<file path="config.mk">
export PLATFORM = sky130hd
export DESIGN_NAME = pwr_clk_ctrl
export DESIGN_NICKNAME = d
export VERILOG_FILES = /design/src/rtl/pwr_clk_pkg.sv /design/src/rtl/pwr_prescaler.sv /design/src/rtl/pwr_div_sel.sv /design/src/rtl/pwr_mode_fsm.sv /design/src/rtl/pwr_clk_ctrl.sv
export SDC_FILE = /design/constraint.sdc
export NUM_CORES = 1
export LEC_CHECK = 0
export ABC_AREA = 1
export BUFFER_PORTS_ARGS = -buffer_cell sky130_fd_sc_hd__buf_2
export CAP_MARGIN = 20
export CORE_UTILIZATION = 49
export CTS_CLUSTER_DIAMETER = 150
export DETAILED_ROUTE_END_ITERATION = 12
export GPL_TIMING_DRIVEN = 0
export PLACE_DENSITY_LB_ADDON = 0.2
export REMOVE_ABC_BUFFERS = 1
export SYNTH_ARGS = -nofsm -noshare
export SYNTH_HDL_FRONTEND = slang
export SYNTH_SLANG_ARGS = --single-unit
export TNS_END_PERCENT = 5
</file>
<file path="constraint.sdc">
create_clock -name clk -period 1.3 [get_ports clk]
set_input_delay 0.065 -clock clk [delete_from_list [all_inputs] [get_ports clk]]
set_output_delay 0.065 -clock clk [all_outputs]
set_load 0.02 [all_outputs]
</file>
<file path="src/rtl/pwr_clk_pkg.sv">
package pwr_clk_pkg;

   // Externally visible mode code carried on mode_o
   typedef enum logic [2:0] {
      MD_RESET  = 3'd0,
      MD_FULL   = 3'd1,
      MD_SLOW   = 3'd2,
      MD_SLEEP  = 3'd3,
      MD_SWSTBY = 3'd4,
      MD_HWSTBY = 3'd5
   } pwr_mode_e;

   // Internal controller state; speed is derived from the applied divider
   typedef enum logic [2:0] {
      ST_RESET  = 3'd0,
      ST_RUN    = 3'd1,
      ST_SLEEP  = 3'd2,
      ST_SWSTBY = 3'd3,
      ST_HWSTBY = 3'd4
   } pwr_state_e;

endpackage

</file>
<file path="src/rtl/pwr_prescaler.sv">
module pwr_prescaler #(
   parameter int SHIFT_MAX = 5
) (
   input  logic                 clk,
   input  logic                 rst_n,
   output logic [SHIFT_MAX:0]   tick
);

   localparam int CNT_W = SHIFT_MAX;

   logic [CNT_W-1:0] cnt_q;

   // Free-running: only the reset pin clears it
   always_ff @(posedge clk or negedge rst_n) begin
      if (!rst_n) cnt_q <= '0;
      else        cnt_q <= cnt_q + 1'b1;
   end

   assign tick[0] = 1'b1;

   // One tap per divide ratio: active when the low k bits are all ones
   for (genvar k = 1; k <= SHIFT_MAX; k++) begin : g_tap
      assign tick[k] = &cnt_q[k-1:0];
   end

endmodule

</file>
<file path="src/rtl/pwr_div_sel.sv">
module pwr_div_sel #(
   parameter int SEL_W = 3
) (
   input  logic             clk,
   input  logic             rst_n,
   input  logic             clr,
   input  logic             run,
   input  logic             wr_en,
   input  logic [SEL_W-1:0] wr_data,
   input  logic             bus_end,
   output logic [SEL_W-1:0] div_q
);

   logic [SEL_W-1:0] sel_q;

   // The written value waits in sel_q until a bus cycle ends
   always_ff @(posedge clk or negedge rst_n) begin
      if (!rst_n) begin
         sel_q <= '0;
         div_q <= '0;
      end else if (clr) begin
         sel_q <= '0;
         div_q <= '0;
      end else if (run) begin
         if (wr_en)   sel_q <= wr_data;
         if (bus_end) div_q <= sel_q;
      end
   end

endmodule

</file>
<file path="src/rtl/pwr_mode_fsm.sv">
module pwr_mode_fsm
   import pwr_clk_pkg::*;
(
   input  logic       clk,
   input  logic       rst_n,
   input  logic       hstby_n,
   input  logic       wdt_ovf,
   input  logic       sleep_req,
   input  logic       stby_sel,
   input  logic       lowspd_on,
   input  logic       wdt_pss,
   input  logic       int_req,
   input  logic       ext_int,
   output pwr_state_e state_q
);

   pwr_state_e state_d;

   always_comb begin
      state_d = state_q;
      if (!hstby_n) begin
         state_d = ST_HWSTBY;
      end else if (state_q == ST_HWSTBY || wdt_ovf) begin
         state_d = ST_RESET;
      end else begin
         unique case (state_q)
            ST_RESET:  state_d = ST_RUN;
            ST_RUN: begin
               if (sleep_req && !lowspd_on) begin
                  if (!stby_sel)     state_d = ST_SLEEP;
                  else if (!wdt_pss) state_d = ST_SWSTBY;
               end
            end
            ST_SLEEP:  if (int_req || ext_int) state_d = ST_RUN;
            ST_SWSTBY: if (ext_int)            state_d = ST_RUN;
            default:   state_d = ST_RESET;
         endcase
      end
   end

   always_ff @(posedge clk or negedge rst_n) begin
      if (!rst_n) state_q <= ST_RESET;
      else        state_q <= state_d;
   end

endmodule

</file>
<file path="src/rtl/pwr_clk_ctrl.sv">
module pwr_clk_ctrl
   import pwr_clk_pkg::*;
#(
   parameter int SEL_W     = 3,
   parameter int SHIFT_MAX = 5
) (
   input  logic             clk,
   input  logic             rst_pin_n,
   input  logic             hstby_n,
   input  logic             wdt_ovf,
   input  logic             sel_we,
   input  logic [SEL_W-1:0] sel_wdata,
   input  logic             bus_end,
   input  logic             sleep_req,
   input  logic             stby_sel,
   input  logic             lowspd_on,
   input  logic             wdt_pss,
   input  logic             int_req,
   input  logic             ext_int,
   output logic             mst_ce,
   output logic             per_ce,
   output logic [2:0]       mode_o
);

   localparam int IDX_W = $clog2(SHIFT_MAX + 1);

   if (SEL_W < 1) begin : g_bad_sel
      $error("pwr_clk_ctrl: SEL_W must be at least 1");
   end
   if (SHIFT_MAX < 1) begin : g_bad_shift
      $error("pwr_clk_ctrl: SHIFT_MAX must be at least 1");
   end
   if ((1 << SEL_W) - 1 < SHIFT_MAX) begin : g_bad_range
      $error("pwr_clk_ctrl: select field too narrow for SHIFT_MAX");
   end

   pwr_state_e           state_q;
   logic [SEL_W-1:0]     div_q;
   logic [SHIFT_MAX:0]   tick;
   logic [IDX_W-1:0]     shift_idx;
   logic                 run;
   logic                 clr;

   assign run = (state_q == ST_RUN);
   assign clr = (state_q == ST_RESET) || (state_q == ST_HWSTBY);

   pwr_mode_fsm u_fsm (
      .clk       (clk),
      .rst_n     (rst_pin_n),
      .hstby_n   (hstby_n),
      .wdt_ovf   (wdt_ovf),
      .sleep_req (sleep_req),
      .stby_sel  (stby_sel),
      .lowspd_on (lowspd_on),
      .wdt_pss   (wdt_pss),
      .int_req   (int_req),
      .ext_int   (ext_int),
      .state_q   (state_q)
   );

   pwr_div_sel #(.SEL_W(SEL_W)) u_div (
      .clk     (clk),
      .rst_n   (rst_pin_n),
      .clr     (clr),
      .run     (run),
      .wr_en   (sel_we),
      .wr_data (sel_wdata),
      .bus_end (bus_end),
      .div_q   (div_q)
   );

   pwr_prescaler #(.SHIFT_MAX(SHIFT_MAX)) u_pre (
      .clk   (clk),
      .rst_n (rst_pin_n),
      .tick  (tick)
   );

   // Select codes beyond the deepest ratio saturate at it
   always_comb begin
      if (32'(div_q) > SHIFT_MAX) shift_idx = IDX_W'(SHIFT_MAX);
      else                        shift_idx = IDX_W'(div_q);
   end

   assign mst_ce = run && tick[shift_idx];
   assign per_ce = run || (state_q == ST_SLEEP);

   always_comb begin
      unique case (state_q)
         ST_RUN:    mode_o = (div_q == '0) ? MD_FULL : MD_SLOW;
         ST_SLEEP:  mode_o = MD_SLEEP;
         ST_SWSTBY: mode_o = MD_SWSTBY;
         ST_HWSTBY: mode_o = MD_HWSTBY;
         default:   mode_o = MD_RESET;
      endcase
   end

endmodule

</file>
==> summary.md <==
| Metric | Value |
|---|---|
| Status | `complete, but fails checks` |
| Failing checks | `setup timing` |
| Max-cap check violation count | `0` |
| Comb power frac | `10.5%` |
| Root Buffer Master | `clkbuf_4` |
| Starting density of the core | `54.6%` |
| Synth Register Bits | `14` |
| Port-buffer cells | `19` |
| Net load switching power | `0.206 mW` |
| DR pass1 iterations | `4` |
| Switching part of the total | `24.1%` |
| Share of cells above drive strength 1 | `36.3%` |
| Crit-path max FO | `3` |
| Number of instances in the placed design | `128` |
| # setup viols final | `4` |
| Lkg Pwr | `0.532 nW` |
| Crit-path cells | `ha_4 -> nand3_4 -> inv_2 -> ha_4 -> inv_2 -> nand2_2 -> nand3_2 -> a21oi_2 -> buf_6` |
| Internal | `0.648 mW` |
| PD cells | `841 nW/um^2` |
| Via density | `5.18` |
| H-tree depth | `1` |
| Final Instance Count excl. Fillers | `139` |
| Final ANT Viol Nets | `0` |
| Worst skew pair latency | `0.28 ns` |
| Slew Limit Fails | `0` |
| Post-Syn Area | `737 um^2` |
| DR WL/cell | `11.4 um` |
| Clock share of power | `37.3%` |
| Grt ovf | `0` |
| Via count | `720` |
| WL final | `1.59 mm` |
| Most common cell after layout, fill and taps aside | `nand2_1` |
| DRC violations left | `0` |
| CTS Buf Count | `3` |
| Clock tree buffer depth | `2` |
| Largest net degree at the start of global routing | `15` |
| Crit-path slowest cell | `dfrtp_1` |
| Antenna violations before repair | `0` |
| First-pass GRT wire length | `2.32 mm` |
| Layout Nets | `143` |
| DRT iter0 DRCs | `17` |
| Fillcell total | `107` |
| Clock-pin slew on the worst setup and hold paths | `0.09 ns` |
| CP Launch Type | `flip-flop` |
| Core Box Area | `1350 um^2` |
| Synth Instances | `94` |
| Setup WS post-layout | `-0.295 ns` |
| Worst setup path class | `flip-flop to primary output` |
| Clk_skew | `0.000539 ns` |
| Rows | `13` |
| Final Cycle Share | `123%` |
| Die ar. | `1660 um^2` |
| Fmax | `0.627 GHz` |
| Area growth from synthesis to layout | `37.7%` |
| Min Tclk post-route | `1.59 ns` |
| CTS tree | `yes` |
| Dpl ws | `-0.148 ns` |
| Commonest cells after routing, fill and taps aside | `nand2_1 (23), buf_2 (17), nand3_1 (16)` |
| RSZ-0062 raised after global routing | `true` |
| I/O pin total | `20` |
| GRT Total Usage | `22.0%` |
| Hold Path Class | `input pin to flip-flop` |
| Avg Synthesized Cell Area | `7.84 um^2` |
| Vias in the first global route | `612` |
| Multi-input gate area | `390 um^2` |
| Worst-Margin Slew | `0.317 ns` |
| Overall Power | `0.854 mW` |
| Die Span X | `40.8 um` |
| Sequential Area | `353 um^2` |
| Sink Count | `14` |
| HPWL Detailed | `1.11 mm` |
| Ys Warns | `0` |
| Worst path required time | `1.24 ns` |
| Rel. slew slack | `78.9%` |
| Routability congestion estimate from global placement | `0.731` |
| Final Hold Fails | `0` |
| Worst Path Arrival | `1.53 ns` |
| Ant diodes | `0` |
| Crit-path max cell delay | `0.41 ns` |
| Maximum resistive drop on vdd | `0.000660 V` |
| Die Y-Extent | `40.8 um` |
| Critical Path Sink Type | `primary output` |
| Sequential Power Share | `52.2%` |
| Seq/Total Area, Yosys | `47.5%` |
| Synth unique cells | `16` |
-- critical path, delay by kind of cell (launching register included) --
kind / cells / cell delay [ns]
buf+inv: 3 / 0.23
flops: 1 / 0.41
fa+ha+maj: 2 / 0.28
simple gates: 3 / 0.16
compound gates: 1 / 0.16
-- Yosys cell counts (all sizes together) --
cell type	n	area [um^2]
a21boi	1	7.51
a21oi	1	5.00
dfrtp	14	350
ha	3	37.5
inv	14	52.6
nand2	25	96.4
nand3	19	100
nor2	10	45.0
o21ai	6	33.8
xnor2	1	8.76
-- metal layers --
layer  up-vias  global-route usage (%)  wire length, um
li1        364                       -                -
met5         -                       0                0
met4         0                    9.17                6
met3         2                    5.43               60
met1       337                    23.9              671
met2        17                    39.8              851
-- cell type report --
type                    count  area share, %
well taps                  15           1.85
clock buffers               4           3.58
repair buffers             26           16.2
multi-input cells          66           38.5
inverters                  14           5.18
flip-flops and latches     14           34.8
-- final timing paths --
kind,start,endpoint,slack [ns],cells after the start
setup / recovery,u_pre.cnt_q[0]$_DFF_PN0_,mst_ce,-0.29,9
setup reg to reg,u_fsm.state_q[1]$_DFFE_PN0P_,u_fsm.state_q[1]$_DFFE_PN0P_,0.17,5
hold / removal,sel_wdata[1],u_div.sel_q[1]$_DFFE_PN0P_,0.005,3
max in group asynchronous,rst_pin_n,u_fsm.state_q[0]$_DFFE_PN0P_,0.83,2
hold reg to reg,u_div.sel_q[0]$_DFFE_PN0P_,u_div.div_q[0]$_DFFE_PN0P_,0.52,2
min in group asynchronous,rst_pin_n,u_div.div_q[0]$_DFFE_PN0P_,0.21,2
-- flip-flops by register name, indices dropped and copies added, names as in the netlist --
name and cells:
u_fsm.state_q 3, u_div.div_q 3, u_div.sel_q 3, u_pre.cnt_q 5
-- per-stage QoR --
step	hold slack, ns	instance area [um^2]	TNS [ns]	utilization (%)
6_report	0.00537	1010	-0.536	75.2
5_1_grt	0.0172	1010	-0.914	75.2
4_1_cts	0.00121	967	-0.584	71.6
3_5_place_dp	-0.0231	851	-0.148	63.0
3_3_place_gp	-0.0247	851	-0.120	63.0
2_1_floorplan	-0.231	737	-0.0790	-
-- kinds of logic (layout without fill, tap and decap cells) --
kind of cell / count (synthesis) / after routing / synth area share, %
AOI/OAI and AO/OA: 8 / 8 / 6.28
xor gates and xnor gates: 1 / 1 / 1.19
adders and majority gates: 3 / 3 / 5.09
buffers and inverters: 14 / 44 / 7.13
DFF: 14 / 14 / 47.5
and+or+nand+nor: 54 / 54 / 32.8
-- repair_timing --
| item | in CTS | in global routing |
|---|---|---|
| endpoints found under the hold margin | 16 | 0 |
| hold buffers | 3 | 0 |
| endpoints found under the setup margin | 4 | 5 |
| resized for setup | 6 | 13 |
| pin swaps | 5 | 2 |
| setup buffers | 4 | 0 |
-- power by group through the flow --
| stage | Combinational (mW) | Clock (mW) | Sequential (mW) |
|---|---|---|---|
| after floorplan | 0.0393 | 0 | 0.452 |
| after global placement | 0.0786 | 0 | 0.452 |
| after detailed placement | 0.0798 | 0 | 0.453 |
| after CTS | 0.0868 | 0.322 | 0.444 |
| after global routing | 0.100 | 0.341 | 0.446 |
| final | 0.0901 | 0.318 | 0.445 |
No activity file was read; power rests on OpenSTA's default activity.
